**src/rtl/ebs_pkg.sv**
```systemverilog
package ebs_pkg;
  localparam int BE_W = 2;

  typedef struct packed {
    logic            write;
    logic [BE_W-1:0] be;
    logic            split;
    logic            show;
  } cyc_t;
endpackage

```
**src/rtl/ebs_ready_sync.sv**
```systemverilog
module ebs_ready_sync #(
  parameter int STAGES = 2
) (
  input  logic clk,
  input  logic rst_n,
  input  logic ready_in,
  output logic ready_sync
);
  logic [STAGES-1:0] chain_q;

  always_ff @(posedge clk or negedge rst_n) begin
    if (!rst_n) chain_q <= '0;
    else        chain_q <= {chain_q[STAGES-2:0], ready_in};
  end

  assign ready_sync = chain_q[STAGES-1];
endmodule

```
**src/rtl/ebs_cycle_timer.sv**
```systemverilog
module ebs_cycle_timer #(
  parameter int WAIT_W = 4
) (
  input  logic              clk,
  input  logic              rst_n,
  input  logic              start,
  input  logic [WAIT_W-1:0] wait_in,
  input  logic              rdy_en_in,
  input  logic              rdy_async_in,
  input  logic              ready_in,
  input  logic              ready_sync,
  output logic              busy,
  output logic              done
);
  logic              busy_q, en_q, async_q;
  logic [WAIT_W-1:0] cnt_q, lim_q;
  logic              reached, rdy_seen;

  assign reached  = (cnt_q == lim_q);
  assign rdy_seen = async_q ? ready_sync : ready_in;
  assign done     = busy_q && reached && (!en_q || rdy_seen);
  assign busy     = busy_q;

  always_ff @(posedge clk or negedge rst_n) begin
    if (!rst_n) begin
      busy_q  <= 1'b0;
      cnt_q   <= '0;
      lim_q   <= '0;
      en_q    <= 1'b0;
      async_q <= 1'b0;
    end else if (start) begin
      busy_q  <= 1'b1;
      cnt_q   <= '0;
      lim_q   <= wait_in;
      en_q    <= rdy_en_in;
      async_q <= rdy_async_in;
    end else if (done) begin
      busy_q  <= 1'b0;
    end else if (busy_q && !reached) begin
      cnt_q   <= cnt_q + 1'b1;
    end
  end

  // with waitstates programmed, the first strobe clock never ends the cycle
  p_wait_gate_r7: assert property (@(posedge clk) disable iff (!rst_n)
    start |=> (!done || lim_q == '0));

  // a cycle is over on the edge after done
  p_done_ends_r6: assert property (@(posedge clk) disable iff (!rst_n)
    done |=> !busy_q);
endmodule

```
**src/rtl/ebs_strobe_gen.sv**
```systemverilog
module ebs_strobe_gen (
  input  logic           busy,
  input  ebs_pkg::cyc_t  cur,
  output logic           rd_n,
  output logic           wr_n,
  output logic           wrh_n
);
  logic                      act_w;
  logic [ebs_pkg::BE_W-1:0]  lane_on;

  assign act_w = busy && cur.write && cur.show;

  for (genvar i = 0; i < ebs_pkg::BE_W; i++) begin : g_lane
    if (i == 0) begin : g_low
      assign lane_on[i] = act_w && (!cur.split || cur.be[i]);
    end else begin : g_high
      assign lane_on[i] = act_w && cur.split && cur.be[i];
    end
  end

  assign rd_n  = !(busy && !cur.write && cur.show);
  assign wr_n  = !lane_on[0];
  assign wrh_n = !lane_on[1];
endmodule

```
**src/rtl/ebus_strobe_ctrl.sv**
```systemverilog
module ebus_strobe_ctrl #(
  parameter int              AW          = 16,
  parameter int              WAIT_W      = 4,
  parameter int              SYNC_STAGES = 2,
  parameter logic [AW-1:0]   INT_MASK    = 16'hF000,
  parameter logic [AW-1:0]   INT_BASE    = 16'hE000
) (
  input  logic              clk,
  input  logic              rst_n,
  input  logic              req_valid,
  output logic              req_ready,
  input  logic [AW-1:0]     req_addr,
  input  logic              req_write,
  input  logic [1:0]        req_be,
  input  logic [WAIT_W-1:0] req_wait,
  input  logic              req_rdy_en,
  input  logic              req_rdy_async,
  input  logic              req_split,
  input  logic              cfg_visible,
  input  logic              hold_req,
  output logic              hold_ack,
  input  logic              ready_in,
  output logic              rd_n,
  output logic              wr_n,
  output logic              wrh_n,
  output logic              done
);
  import ebs_pkg::*;

  logic  hold_ack_q, busy, done_w, accept, ready_sync, is_internal;
  cyc_t  cur_q;

  assign is_internal = ((req_addr & INT_MASK) == INT_BASE);
  assign req_ready   = !busy && !hold_req && !hold_ack_q;
  assign accept      = req_valid && req_ready;
  assign hold_ack    = hold_ack_q;
  assign done        = done_w;

  ebs_ready_sync #(.STAGES(SYNC_STAGES)) u_sync (
    .clk(clk), .rst_n(rst_n), .ready_in(ready_in), .ready_sync(ready_sync)
  );

  ebs_cycle_timer #(.WAIT_W(WAIT_W)) u_timer (
    .clk(clk), .rst_n(rst_n), .start(accept), .wait_in(req_wait),
    .rdy_en_in(req_rdy_en), .rdy_async_in(req_rdy_async),
    .ready_in(ready_in), .ready_sync(ready_sync),
    .busy(busy), .done(done_w)
  );

  ebs_strobe_gen u_strobe (
    .busy(busy), .cur(cur_q), .rd_n(rd_n), .wr_n(wr_n), .wrh_n(wrh_n)
  );

  always_ff @(posedge clk or negedge rst_n) begin
    if (!rst_n) begin
      cur_q      <= '0;
      hold_ack_q <= 1'b0;
    end else begin
      hold_ack_q <= hold_req && (!busy || done_w);
      if (accept) begin
        cur_q.write <= req_write;
        cur_q.be    <= req_be;
        cur_q.split <= req_split;
        cur_q.show  <= !is_internal || cfg_visible;
      end
    end
  end

  // strobes idle in reset
  always @(posedge clk) begin
    if (!rst_n) begin
      p_reset_idle_r1: assert (rd_n && wr_n && wrh_n)
        else $error("strobe active during reset");
    end
  end

  // strobes idle while hold is granted
  p_hold_quiet_r1: assert property (@(posedge clk) disable iff (!rst_n)
    hold_ack |-> (rd_n && wr_n && wrh_n));

  // nothing is taken while hold is requested or granted
  p_no_accept_hold_r11: assert property (@(posedge clk) disable iff (!rst_n)
    (hold_req || hold_ack) |-> !req_ready);

  // done lasts one clock
  p_done_single_r10: assert property (@(posedge clk) disable iff (!rst_n)
    done |=> !done);

  // strobes released after done
  p_release_r10: assert property (@(posedge clk) disable iff (!rst_n)
    done |=> (rd_n && wr_n && wrh_n));

  // read and write strobes exclusive
  p_rd_wr_excl_r12: assert property (@(posedge clk) disable iff (!rst_n)
    !rd_n |-> (wr_n && wrh_n));

  // a strobe can only start on the edge after a request was taken
  p_strobe_start_r3: assert property (@(posedge clk) disable iff (!rst_n)
    ($fell(rd_n) || $fell(wr_n) || $fell(wrh_n)) |-> $past(accept));
endmodule

```
**config.mk**
```make
export PLATFORM = sky130hd
export DESIGN_NAME = ebus_strobe_ctrl
export DESIGN_NICKNAME = d
export VERILOG_FILES = /design/src/rtl/ebs_pkg.sv /design/src/rtl/ebs_ready_sync.sv /design/src/rtl/ebs_cycle_timer.sv /design/src/rtl/ebs_strobe_gen.sv /design/src/rtl/ebus_strobe_ctrl.sv
export SDC_FILE = /design/constraint.sdc
export NUM_CORES = 1
export LEC_CHECK = 0
export CAP_MARGIN = 20
export CORE_MARGIN = 2
export CORE_UTILIZATION = 35
export DETAILED_ROUTE_END_ITERATION = 16
export DONT_BUFFER_PORTS = 1
export GPL_TIMING_DRIVEN = 0
export PLACE_DENSITY = 0.53
export SLEW_MARGIN = 20
export SYNTH_ARGS = -nofsm -noshare
export SYNTH_HDL_FRONTEND = slang
export SYNTH_SLANG_ARGS = --single-unit
```
**constraint.sdc**
```tcl
create_clock -name clk -period 1.2 [get_ports clk]
set_clock_uncertainty 0.1 [all_clocks]
set_input_delay 0.18 -clock clk [delete_from_list [all_inputs] [get_ports clk]]
set_output_delay 0.18 -clock clk [all_outputs]
set_load 0.01 [all_outputs]
```
==> Word-level counts from Yosys, hierarchy flattened <==
Cells that the tools add are included.
{ "op_classes": {"eq_ne": 3, "n_addsub": 1, "muxes": 6, "reduce_logical": 32} }
{ "op_table": {"columns": ["op", "n"], "rows": [
  ["1-bit logical AND", 14],
  ["4-bit 2-to-1 mux", 3],
  ["1-bit logical NOT", 11],
  ["4-bit by 1-bit adder with 4-bit output (second input constant)", 1],
  ["4-bit equality test", 1],
  ["4-bit equality test (second input constant)", 1],
  ["1-bit logical OR", 4],
  ["2-bit nonzero test", 2],
  ["1-bit 2-to-1 mux", 3],
  ["2-bit by 1-bit != test with 1-bit output (second input constant)", 1],
  ["2-bit AND reduction", 1]
]} }
{ "totals": {"word_cells": 53, "register_bits": 19, "output_inout_bits": 6, "inputBits": 32} }

==> Longest topological paths before layout <==
Gate-level depths: netlist of run 1.
{ "logic_depth": {"ltp_word": 6, "mapped_depth": 5} }

==> Cells and area by module <==
A second synthesis of run 1 with hierarchy kept.
{ "hier_totals": {"hier_cells": 67, "hier_area_um2": 868.3} }
{ "modules_own_cells": {"columns": ["module", "cells_each", "area_each_um2", "instances", "seq_area_each_um2"], "rows": [
  ["ebs_cycle_timer", 42, 534.3, 1, 275.3],
  ["ebus_strobe_ctrl", 18, 256.5, 1, 150.1],
  ["ebs_ready_sync", 2, 50.0, 1, 50.0],
  ["ebs_strobe_gen", 5, 27.5, 1, 0.0]
]} }

==> Worst setup path before layout of run 1 <==
Ideal clock, no wire load.
{ "synth_path": {"path_type": "register to register", "from": "register u_timer.busy_q (netlist: u_timer.busy)", "to": "register cur_q[0] (netlist bit)", "required_ns": 0.977, "setup_ns": 0.123, "path_slack_ns": -0.180, "n_path_buf": 1, "arrival_time_ns": 1.157, "stages_incl_launch_ff": 6, "path_cell_list": "dfrtp_1 -> nor3_2 -> nand2_1 -> buf_2 -> nand2_1 -> nand2_1"} }
{ "synth_between": {"elab_chain_len": 4} }
{ "synth_lines": {"columns": ["item", "line", "source"], "rows": [
  ["start: declaration", "ebs_cycle_timer.sv:15", "logic busy_q, en_q, async_q;"],
  ["start signal: assignment", "ebs_cycle_timer.sv:26", "busy_q <= 1'b0;"],
  ["start signal: assignment", "ebs_cycle_timer.sv:32", "busy_q <= 1'b1;"],
  ["start signal: assignment", "ebs_cycle_timer.sv:38", "busy_q <= 1'b0;"],
  ["1-bit logical NOT", "ebus_strobe_ctrl.sv:34", "assign req_ready = !busy && !hold_req && !hold_ack_q;"],
  ["1-bit logical AND (2 in series)", "ebus_strobe_ctrl.sv:34", null],
  ["named net req_ready", "ebus_strobe_ctrl.sv:11", "output logic req_ready,"],
  ["1-bit logical AND", "ebus_strobe_ctrl.sv:35", "assign accept = req_valid && req_ready;"],
  ["end: declaration", "ebus_strobe_ctrl.sv:31", "cyc_t cur_q;"]
]} }
The timed path passes the listed nets, and every way through them passes these cells.
A chain may end at the register's enable or synchronous reset.

==> Worst setup path after layout of run 1 <==
{ "layout_path": {"from": "register u_timer.cnt_q[2]", "to": "output done"} }
{ "layout_between": {"elab_chain_len": 3} }
{ "layout_lines": {"columns": ["item", "line", "source"], "rows": [
  ["start: declaration", "ebs_cycle_timer.sv:16", "logic [WAIT_W-1:0] cnt_q, lim_q;"],
  ["start signal: assignment", "ebs_cycle_timer.sv:40", "cnt_q <= cnt_q + 1'b1;"],
  ["4-bit equality test", "ebs_cycle_timer.sv:19", "assign reached = (cnt_q == lim_q);"],
  ["1-bit logical AND (2 in series)", "ebs_cycle_timer.sv:21", "assign done = busy_q && reached && (!en_q || rdy_seen);"],
  ["end: declaration", "ebus_strobe_ctrl.sv:26", "output logic done"]
]} }
Every way passes these cells.

==> run summary, run 1 <==
================================================================================
Avg Inst Size Synth ...............................................    9.70 um^2
Critical path endpoint ............................................         done
Chip width ........................................................      52.8 um
Peak per-stage delay on the critical path .........................       460 ps
Detailed placement HPWL ...........................................      1.19 mm
Aggregate routed wire length ......................................      2.22 mm
Post-Syn Nets .....................................................          119
Area Overhead vs Synth ............................................        61.5%
Port-buffer cells .................................................            0
Result of the run ................................................. finished, violations left
Clock latency at the later pin of the worst-skew pair .............       290 ps
Hold_ws ...........................................................     -35.7 ps
Buffer and inverter count on the worst path .......................            0
Antenna-violating nets left .......................................            0
Area enclosed by the die boundary .................................    2790 um^2
Most common cell after layout, fill and taps aside ................ sky130_fd_sc_hd__nand2_2
Global-route wire length before repair ............................      3.63 mm
GRT Residual Overflow .............................................            0
Worst reg2reg setup slack .........................................      -340 ps
Worst Setup Slack, final ..........................................      -525 ps
Top library cells by usage in the layout, fill and taps aside ..... sky130_fd_sc_hd__nand2_2 (20), sky130_fd_sc_hd__dfrtp_1 (17), sky130_fd_sc_hd__dlygate4sd3_1 (17)
Number of synthesized register bits ...............................           19
TritonCTS clock tree ..............................................          yes
Final Wtd Congestion ..............................................        0.809
Via density .......................................................         4.97
Leakage ...........................................................  0.000627 uW
Level count of the clock H-tree ...................................            1
Number of global-route vias before repair .........................          804
Final nets ........................................................          154
Period utilisation layout .........................................         144%
Number of iterations in the first detailed-routing pass ...........            4
Number of antenna violations at the first check in global routing .            0
Tightest slew margin relative to the limit ........................        41.3%
Final instance count without filler cells .........................          148
# IOs .............................................................           38
Class of the most critical hold timing path .......................     in2async
Total of endpoints with negative setup slack in the final report ..           22
Critical path capture point type ..................................   output pin
Initial drt markers ...............................................            6
Startpoint types ..................................................    flip-flop
Number of cells after detailed placement ..........................          114
Count of yosys warnings during synthesis ..........................            0
Depth of the most critical reg-to-reg path ........................            5
Post-place setup slack ............................................      -251 ps
Required time reported for the critical path endpoint .............       920 ps
Final worst path period need ......................................      1730 ps
Sequential share of the synthesized area ..........................        57.0%
Maximum count of clock buffers along a single path ................            2
Count of antenna diodes in the layout .............................            0
Via total after detailed routing ..................................          736
Count of final max-slew check failures ............................            0
Max Cap Viol ......................................................            0
CTS Root Cell ..................................................... sky130_fd_sc_hd__clkbuf_4
Critical path's slowest cell ...................................... sky130_fd_sc_hd__dfrtp_1
Number of hold violations in the final report .....................           19
Placement Cell Area ...............................................     893 um^2
Total routing usage reported by global routing ....................        18.5%
Largest fanout on the critical path ...............................            4
Row count .........................................................           17
Power density normalized to cell area ............................. 2290 nW/um^2
Netlist area before placement .....................................     835 um^2
Max Freq ..........................................................      580 MHz
Unrepaired setup endpoints after global routing ...................          yes
TritonCTS buffer count ............................................            3
Count of cell types in the netlist ................................           22
Post-detailed-route wirelength per cell ...........................      15.0 um
Core Footprint ....................................................    2230 um^2
Cells traversed along the worst timing path ....................... xnor2_2, nand4_1, a21o_1, nor2_4
Launching point of the worst reg2reg path ......................... u_timer.cnt_q[2]
Final non-filler cell area ........................................    1350 um^2
IR drop worst, VDD ................................................      1310 uV
Failing checks .................................................... negative hold slack, negative setup slack
Number of filler cells placed in the layout .......................          184
Cells after Synth .................................................           86
Maximum number of pins on one net before global-route repair ......           20
Class of the most critical setup path .............................      reg2out
Worst setup path startpoint ....................................... u_timer.cnt_q[2]
Effective utilization at floorplan ................................        37.4%
Arrival time of the worst setup path ..............................      1450 ps
Clock-pin slew on the worst setup and hold paths ..................       110 ps
Cell type group with the largest total delay on the critical path .   flip-flops
Number of sinks driven by the clock tree ..........................           19
Endpoint of the lowest-slack register-to-register path ............ u_timer.busy
Proportion of layout cells with a drive suffix above 1 ............        45.8%
DRC violation count after routing .................................            0
Storage cell area .................................................     478 um^2
Total area of multi-input combinational cells .....................     487 um^2
Total stage count of the critical path ............................            4
Die height ........................................................      52.8 um
Transition time of the tightest slew-check pin ....................       881 ps
================================================================================
## routing by layer
layer	vias up	part of all wire [%]	track usage, %
met2	22	55	32.1
met4	0	1.4	8.12
li1	351	-	-
met1	359	40	21.9
met5	-	0	0
met3	4	3.5	4.00
## synth_stat cells
cell type	number	area share [%]
sky130_fd_sc_hd__a21boi_0	1	0.90
sky130_fd_sc_hd__a21o_1	2	1.8
sky130_fd_sc_hd__a41o_1	1	1.2
sky130_fd_sc_hd__and2_2	1	0.90
sky130_fd_sc_hd__and3_1	1	0.75
sky130_fd_sc_hd__buf_2	1	0.60
sky130_fd_sc_hd__buf_4	1	0.90
sky130_fd_sc_hd__dfrtp_1	19	57
sky130_fd_sc_hd__ha_1	1	1.5
sky130_fd_sc_hd__inv_1	3	1.3
sky130_fd_sc_hd__mux2i_1	2	2.4
sky130_fd_sc_hd__nand2_1	32	14
sky130_fd_sc_hd__nand3_1	5	3.0
sky130_fd_sc_hd__nand3b_1	1	0.90
sky130_fd_sc_hd__nand4_1	1	0.75
sky130_fd_sc_hd__nand4b_1	1	1.0
sky130_fd_sc_hd__nor2_1	1	0.45
sky130_fd_sc_hd__nor3_2	1	1.2
sky130_fd_sc_hd__o211ai_1	1	0.90
sky130_fd_sc_hd__o21ai_0	5	3.0
sky130_fd_sc_hd__o31ai_1	1	0.90
sky130_fd_sc_hd__xnor2_1	4	4.2
## cell families (layout without fill, tap and decap cells)
family / after synthesis / after routing / share of synthesized area (%)
muxes: 2 / 2 / 2.40
DFF: 19 / 19 / 57.0
buffers and inverters: 5 / 39 / 2.85
and+or+nand+nor: 44 / 44 / 23.4
xor gates and xnor gates: 4 / 4 / 4.20
adders and majority gates: 1 / 1 / 1.50
AOI/OAI and AO/OA: 11 / 11 / 8.70
## where the power goes
| group | internal, uW | total, uW | switching, uW |
|---|---|---|---|
| Clock | 129 | 327 | 198 |
| Sequential | 918 | 1250 | 328 |
| Combinational | 816 | 1510 | 695 |
## sequential cells by signal, indices dropped and copies added, names as in the netlist
signal / count
u_timer.async_q: 1
u_timer.lim_q: 4
u_timer.cnt_q: 4
u_timer.busy: 1
cur_q: 5
hold_ack: 1
u_timer.en_q: 1
u_sync.chain_q: 2
## how the worst min path moves through the flow
stage,from,endpoint,depth (start not counted)
finish,rst_n,u_timer.lim_q[3],1
global route,req_valid,u_timer.cnt_q[2],3
floorplan,rst_n,cur_q[0],0
CTS,req_valid,u_timer.busy,2
detailed placement,rst_n,u_timer.lim_q[3],0
global placement,rst_n,u_timer.cnt_q[3],0
## final cells by class
| cell class | instances | area share, % |
|---|---|---|
| multi-input combinational | 62 | 36.1 |
| sequential | 19 | 35.5 |
| timing repair buffer | 30 | 21.4 |
| tap | 28 | 2.60 |
| clock buffer | 4 | 1.95 |
| buffer | 2 | 1.67 |
| inverter | 3 | 0.836 |
## timing repair
item                                   CTS  global route
buffers inserted                        12             4
gates resized for setup                 30            21
setup endpoints to repair               22            41
hold buffers                            18             0
gates cloned                             2             0
endpoints found under the hold margin   32             0
pin swaps                               15            17
## per-stage QoR
| step | setup TNS, ps | power, uW | utilization, % |
|---|---|---|---|
| finish | -5310 | 3080 | 60.3 |
| global route | -6330 | 3290 | 60.3 |
| CTS | -4840 | 2870 | 56.9 |
| detailed placement | -2730 | 1960 | 40.0 |
| global placement | -2480 | 1920 | 40.0 |
| floorplan | -749 | 1780 | - |
Note: power is estimated with default switching activity, not from simulation.
==> inputs of run 2 (changes only) <==
--- a/config.mk
+++ b/config.mk
@@ -15,4 +15,5 @@
 export SLEW_MARGIN = 20
 export SYNTH_ARGS = -nofsm -noshare
 export SYNTH_HDL_FRONTEND = slang
+export SYNTH_HIERARCHICAL = 1
 export SYNTH_SLANG_ARGS = --single-unit
==> run summary, run 2 <==
==========================================================================================
Result of the run ........................................................... finished, violations left
Failing checks .............................................................. negative hold slack, negative setup slack
Clock latency at the later pin of the worst-skew pair .......................       290 ps   about the same
Avg Inst Size Synth .........................................................    13.0 um^2   +34%
Dominant cells by area after synthesis ...................................... sky130_fd_sc_hd__dfrtp_1 (55%), sky130_fd_sc_hd__mux2_2 (13%), sky130_fd_sc_hd__xor2_1 (4.0%)
Area Overhead vs Synth ......................................................        61.7%
Maximum number of pins on one net before global-route repair ................           20   unchanged
Effective utilization at floorplan ..........................................        36.0%   -1.3 points
Placement Cell Area .........................................................     936 um^2   +4.8%
Total of endpoints with negative setup slack in the final report ............           22   unchanged
Count of antenna diodes in the layout .......................................            0   unchanged
Number of synthesized register bits .........................................           19   unchanged
Register with the highest flop count ........................................        cur_q
IR drop worst, VDD ..........................................................      1390 uV   +5.7%
TritonCTS buffer count ......................................................            3   unchanged
Detailed placement HPWL .....................................................      1.02 mm   -14%
Flip-flop count of the largest register after layout ........................            5   unchanged
Count of flip-flops with a built-in enable after synthesis ..................            0   unchanged
Fraction of registers with async set/reset ..................................         100%   unchanged
Transition time of the tightest slew-check pin ..............................       852 ps   -28.8 ps
Area share of the largest cell type after synthesis .........................        54.8%   -2.2 points
Post-Syn Nets ...............................................................          100   -16%
Number of iterations in the first detailed-routing pass .....................            2   -2
Sequential share of the synthesized area ....................................        54.8%   -2.2 points
Simple-gate share of the synthesized area ...................................        12.5%   -11 points
Synthesized-area fraction occupied by xor and xnor cells ....................        5.91%   +1.7 points
Post-synthesis cell type with the largest combined area ..................... sky130_fd_sc_hd__dfrtp_1
Clock-pin slew on the worst setup and hold paths ............................       100 ps   about the same
Worst Setup Slack, final ....................................................      -622 ps   -96.8 ps
Tightest slew margin relative to the limit ..................................        43.2%   +1.9 points
CTS Root Cell ............................................................... sky130_fd_sc_hd__clkbuf_4
Startpoint types ............................................................    flip-flop
Setup TNS ...................................................................     -7990 ps   -2680 ps
Top Registers ............................................................... cur_q: 5 flops, u_timer/cnt_q: 4 flops, u_timer/lim_q: 4 flops
Arrival time of the worst setup path ........................................      1540 ps   +90 ps
Largest fanout on the critical path .........................................            2   -2
Multiplexer share of the synthesized area ...................................        15.3%   +13 points
Power density normalized to cell area ....................................... 2530 nW/um^2   +10%
Proportion of layout cells with a drive suffix above 1 ......................        51.0%   +5.1 points
Peak per-stage delay on the critical path ...................................       460 ps   about the same
Final non-filler cell area ..................................................    1400 um^2   +4.2%
Port-buffer cells ...........................................................            0   unchanged
Share of the synthesized area in compound gates (AO/OA/AOI/OAI) .............        8.36%   -0.34 points
Maximum count of clock buffers along a single path ..........................            2   unchanged
Final worst path period need ................................................      1820 ps   +96.8 ps
Number of hold violations in the final report ...............................           19   unchanged
Most numerous cell types in the synthesized netlist ......................... sky130_fd_sc_hd__dfrtp_1 (19), sky130_fd_sc_hd__mux2_2 (10), sky130_fd_sc_hd__nor2_1 (4), sky130_fd_sc_hd__xor2_1 (4)
Largest family of logic cells by synthesized area ........................... multiplexers
Post-place setup slack ......................................................      -680 ps   -429 ps
Antenna-violating nets left .................................................            0   unchanged
Count of cell types in the netlist ..........................................           23   +4.5%
Chip width ..................................................................      53.8 um   +1.9%
Period utilisation layout ...................................................         152%   +8.1 points
Most repeated cell in the gate-level netlist after synthesis ................ sky130_fd_sc_hd__dfrtp_1
Area enclosed by the die boundary ...........................................    2900 um^2   +3.7%
Required time reported for the critical path endpoint .......................       920 ps   about the same
Class of the most critical setup path .......................................      reg2out
DRC violation count after routing ...........................................            0   unchanged
Number of global-route vias before repair ...................................          654   -19%
Top library cells by usage in the layout, fill and taps aside ............... sky130_fd_sc_hd__dfrtp_1 (15), sky130_fd_sc_hd__buf_4 (15), sky130_fd_sc_hd__dlygate4sd3_1 (13)
Max Freq ....................................................................      549 MHz   -5.3%
Total routing usage reported by global routing ..............................        15.2%   -3.3 points
Class of the most critical hold timing path .................................     in2async
Cells traversed along the worst timing path ................................. xor2_4, nor4_4, and3_4
Unrepaired setup endpoints after global routing .............................          yes
Number of sinks driven by the clock tree ....................................           19   unchanged
Row count ...................................................................           18   +1
Post-detailed-route wirelength per cell .....................................      14.6 um   -2.9%
Leakage .....................................................................  0.000609 uW   -2.9%
Count of yosys warnings during synthesis ....................................            6   +6
Initial drt markers .........................................................            1   -5
Cells after Synth ...........................................................           67   -22%
TritonCTS clock tree ........................................................          yes
Die height ..................................................................      53.8 um   +1.9%
Critical path's slowest cell ................................................ sky130_fd_sc_hd__dfrtp_2
Via density .................................................................         4.93   -0.81%
Final Wtd Congestion ........................................................        0.679   -16%
# IOs .......................................................................           38   unchanged
GRT Residual Overflow .......................................................            0   unchanged
Share of synthesized cell area in full adder, half adder and majority cells .        1.44%   -0.058 points
Critical path capture point type ............................................   output pin
Max Cap Viol ................................................................            0   unchanged
Number of antenna violations at the first check in global routing ...........            0   unchanged
Core Footprint ..............................................................    2410 um^2   +7.9%
Netlist area before placement ...............................................     868 um^2   +4.0%
Global-route wire length before repair ......................................      3.04 mm   -16%
Final nets ..................................................................          138   -10%
Level count of the clock H-tree .............................................            1   unchanged
Via total after detailed routing ............................................          661   -10%
Dominant register cell in the synthesized netlist ........................... sky130_fd_sc_hd__dfrtp_1
Aggregate routed wire length ................................................      1.95 mm   -12%
Hold_ws .....................................................................     -48.7 ps   -13.0 ps
Count of final max-slew check failures ......................................            0   unchanged
==========================================================================================
## run 2: layout make-up
cell class / instances / area [um^2]
fillers: 187 / 1010
flip-flops and latches: 19 / 480
clock buffers: 4 / 26.3
plain buffers: 1 / 13.8
well taps: 30 / 37.5
repair buffers: 33 / 297
inverters: 3 / 11.3
multi-input cells: 44 / 538
## run 2: worst max-delay path, delay by kind of cell, from the launching register on
family / cells / cell delay (ps)
xor+xnor: 1 / 200
flops: 1 / 460
simple gates: 2 / 590
## run 2: cell families (layout without fill, tap and decap cells)
logic type | count (synthesis) | after routing
buf+inv | 4 | 41
fa+ha+maj | 1 | 1
compound gates | 9 | 9
xor+xnor | 5 | 5
flops | 19 | 19
mux | 12 | 12
simple gates | 17 | 17
## run 2: metal layers
layer / track usage, % / wire (um) / up-vias
li1: - / - / 312
met1: 21.7 / 938 / 326
met2: 22.8 / 893 / 21
met3: 5.00 / 104 / 2
met4: 2.56 / 15 / 0
met5: 0 / 0 / -
## run 2: metrics by stage
stage	std cells	util, %	power (uW)
final	134	58.3	3550
after global routing	134	58.3	3800
after CTS	131	55.1	3240
after detailed placement	97	38.8	2170
after global placement	97	38.8	2130
after floorplan	67	-	2000
## run 2: final timing paths
path | slack, ps | endpoint | cells past startpoint | from
min in group clk | 60 | cur_q[0] | 3 | req_addr[14]
worst min register to register | 260 | u_sync/chain_q[1] | 0 | u_sync/chain_q[0]
worst min-delay path | -50 | u_timer/lim_q[2] | 1 | rst_n
max in group asynchronous | 470 | u_timer/cnt_q[0] | 1 | rst_n
worst max register to register | -550 | u_timer/cnt_q[1] | 6 | u_timer/cnt_q[0]
worst max-delay path | -620 | done | 3 | u_timer/cnt_q[2]
## run 2: power breakdown
part	total [uW]	internal, uW	switching (uW)	leakage [uW]
Sequential	1270	932	337	0.000221
Combinational	1970	1150	818	0.000373
Clock	313	129	184	0.0000150
Total	3550	2210	1340	0.000609
## run 2: repair_timing
item | CTS | global route
gates resized for setup | 27 | 11
setup buffers | 15 | 7
cloned | 1 | 0
hold endpoints to repair | 32 | 0
pin swaps | 12 | 10
setup endpoints to repair | 22 | 41
hold buffers | 14 | 0
==> inputs of run 3 (changes only) <==
--- a/config.mk
+++ b/config.mk
@@ -17,3 +17,4 @@
 export SYNTH_HDL_FRONTEND = slang
 export SYNTH_HIERARCHICAL = 1
 export SYNTH_SLANG_ARGS = --single-unit
+export TNS_END_PERCENT = 1
==> run summary, run 3 (synthesis results as in run 2) <==
================================================================================
Result of the run ................................................. finished, violations left
Failing checks .................................................... negative hold slack, negative setup slack
Hold_ws ...........................................................     -53.6 ps   -4.88 ps
Class of the most critical setup path .............................      reg2out
GRT Residual Overflow .............................................            0   unchanged
Clock-pin slew on the worst setup and hold paths ..................       120 ps   +20 ps
Cells traversed along the worst timing path ....................... xor2_2, nor4_2, and3_4
# IOs .............................................................           38   unchanged
Top Registers ..................................................... cur_q: 5 flops, u_timer/cnt_q: 4 flops, u_timer/lim_q: 4 flops
Placement Cell Area ...............................................     936 um^2   unchanged
Final Wtd Congestion ..............................................        0.748   +10%
Period utilisation layout .........................................         149%   -2.6 points
Level count of the clock H-tree ...................................            1   unchanged
Row count .........................................................           18   unchanged
Startpoint types ..................................................    flip-flop
Fin util ..........................................................        51.8%   -6.4 points
Tightest slew margin relative to the limit ........................        43.0%   -0.23 points
Final worst path period need ......................................      1790 ps   -30.9 ps
Number of antenna violations at the first check in global routing .            0   unchanged
Required time reported for the critical path endpoint .............       920 ps   about the same
DRC violation count after routing .................................            0   unchanged
Post-detailed-route wirelength per cell ...........................      13.9 um   -4.7%
Max Cap Viol ......................................................            0   unchanged
Worst Setup Slack, final ..........................................      -591 ps   +30.9 ps
Count of final max-slew check failures ............................            0   unchanged
CTS Root Cell ..................................................... sky130_fd_sc_hd__clkbuf_4
Maximum count of clock buffers along a single path ................            2   unchanged
Class of the most critical hold timing path .......................     in2async
Total of endpoints with negative setup slack in the final report ..           22   unchanged
Via total after detailed routing ..................................          599   -9.4%
Largest fanout on the critical path ...............................            2   unchanged
Chip width ........................................................      53.8 um   unchanged
Unrepaired setup endpoints after global routing ...................          yes
Area enclosed by the die boundary .................................    2900 um^2   unchanged
Cell type group with the largest total delay on the critical path . simple AND/OR/NAND/NOR gates
Via density .......................................................         4.83   -2.1%
Initial drt markers ...............................................            3   +2
Flip-flop count of the largest register after layout ..............            5   unchanged
Number of hold violations in the final report .....................           19   unchanged
Total routing usage reported by global routing ....................        14.4%   -0.81 points
Post-place setup slack ............................................      -687 ps   -7.45 ps
Number of sinks driven by the clock tree ..........................           19   unchanged
Critical path's slowest cell ...................................... sky130_fd_sc_hd__dfrtp_1
Routed metal-1 wire length ........................................       720 um   -23%
Power density normalized to cell area ............................. 2430 nW/um^2   -4.0%
Core Footprint ....................................................    2410 um^2   unchanged
Met3 routed WL ....................................................        70 um   -33%
Top library cells by usage in the layout, fill and taps aside ..... sky130_fd_sc_hd__dfrtp_1 (17), sky130_fd_sc_hd__dlygate4sd3_1 (13), sky130_fd_sc_hd__mux2_4 (10)
Number of global-route vias before repair .........................          598   -8.6%
Top routing layer used ............................................         met4
Aggregate routed wire length ......................................      1.72 mm   -12%
Count of antenna diodes in the layout .............................            0   unchanged
Number of cells after detailed placement ..........................           97   unchanged
Area Overhead vs Synth ............................................        43.8%
Transition time of the tightest slew-check pin ....................       855 ps   +3.47 ps
Buffer and inverter count on the worst path .......................            0   unchanged
Max Freq ..........................................................      558 MHz   +1.7%
Clock latency at the later pin of the worst-skew pair .............       300 ps   about the same
Global-route wire length before repair ............................      2.80 mm   -7.7%
TritonCTS buffer count ............................................            3   unchanged
Final non-filler cell area ........................................    1250 um^2   -11%
Met2 WL ...........................................................       914 um   +2.4%
Number of iterations in the first detailed-routing pass ...........            2   unchanged
Die height ........................................................      53.8 um   unchanged
Effective utilization at floorplan ................................        36.0%   unchanged
Peak per-stage delay on the critical path .........................       420 ps   -40 ps
Proportion of layout cells with a drive suffix above 1 ............        38.3%   -13 points
Maximum number of pins on one net before global-route repair ......           20   unchanged
IR drop worst, VDD ................................................      1300 uV   -5.9%
Final instance count without filler cells .........................          124   -7.5%
Final nets ........................................................          128   -7.2%
Critical path capture point type ..................................   output pin
Antenna-violating nets left .......................................            0   unchanged
Most common cell after layout, fill and taps aside ................ sky130_fd_sc_hd__dfrtp_1
Arrival time of the worst setup path ..............................      1510 ps   -30 ps
Port-buffer cells .................................................            0   unchanged
TritonCTS clock tree ..............................................          yes
Leakage ...........................................................  0.000549 uW   -9.8%
Register with the highest flop count ..............................        cur_q
Setup TNS .........................................................     -7810 ps   +178 ps
================================================================================
## run 3: report_power, final
| group | internal (uW) | switching, uW |
|---|---|---|
| Clock | 127 | 201 |
| Sequential | 927 | 290 |
| Combinational | 865 | 622 |
| Total | 1920 | 1110 |
## run 3: metal layers
| layer | global-route usage (%) | vias to the layer above |
|---|---|---|
| met2 | 23.0 | 15 |
| met3 | 5.83 | 2 |
| met5 | 0 | - |
| li1 | - | 291 |
| met4 | 3.85 | 0 |
| met1 | 18.0 | 291 |
## run 3: path summary, 6_finish.rpt
| check | start | end | slack, ps | cells after the start |
|---|---|---|---|---|
| min reg2reg | u_sync/chain_q[0] | u_sync/chain_q[1] | 270 | 0 |
| max | u_timer/cnt_q[2] | done | -590 | 3 |
| min | rst_n | u_timer/lim_q[2] | -50 | 1 |
| max in group asynchronous | rst_n | u_timer/cnt_q[0] | 470 | 1 |
| max reg2reg | u_timer/cnt_q[2] | u_timer/busy | -550 | 8 |
| min in group clk | req_addr[14] | cur_q[0] | 40 | 3 |
## run 3: metrics by stage
step                hold WS, ps  power (uW)
floorplan                  -216        2000
detailed placement         -215        2190
CTS                        33.4        3040
finish                    -53.6        3030
global route               16.3        3250
global placement           -215        2140
## run 3: timing repair
item                       4_1_cts  5_1_grt
hold buffers                    14        0
hold endpoints to repair        32        0
setup endpoints to repair       22       41
buffers inserted                 9        0
pin swaps                        8        1
gates resized for setup         21        1
## run 3: area by class of cell
type	count	area [um^2]
multi-input combinational	44	453
sequential	19	478
tap	30	37.5
inverter	3	11.3
buffer	1	13.8
clock inverter	1	7.51
timing repair buffer	23	225
clock buffer	3	22.5
fill	198	1160
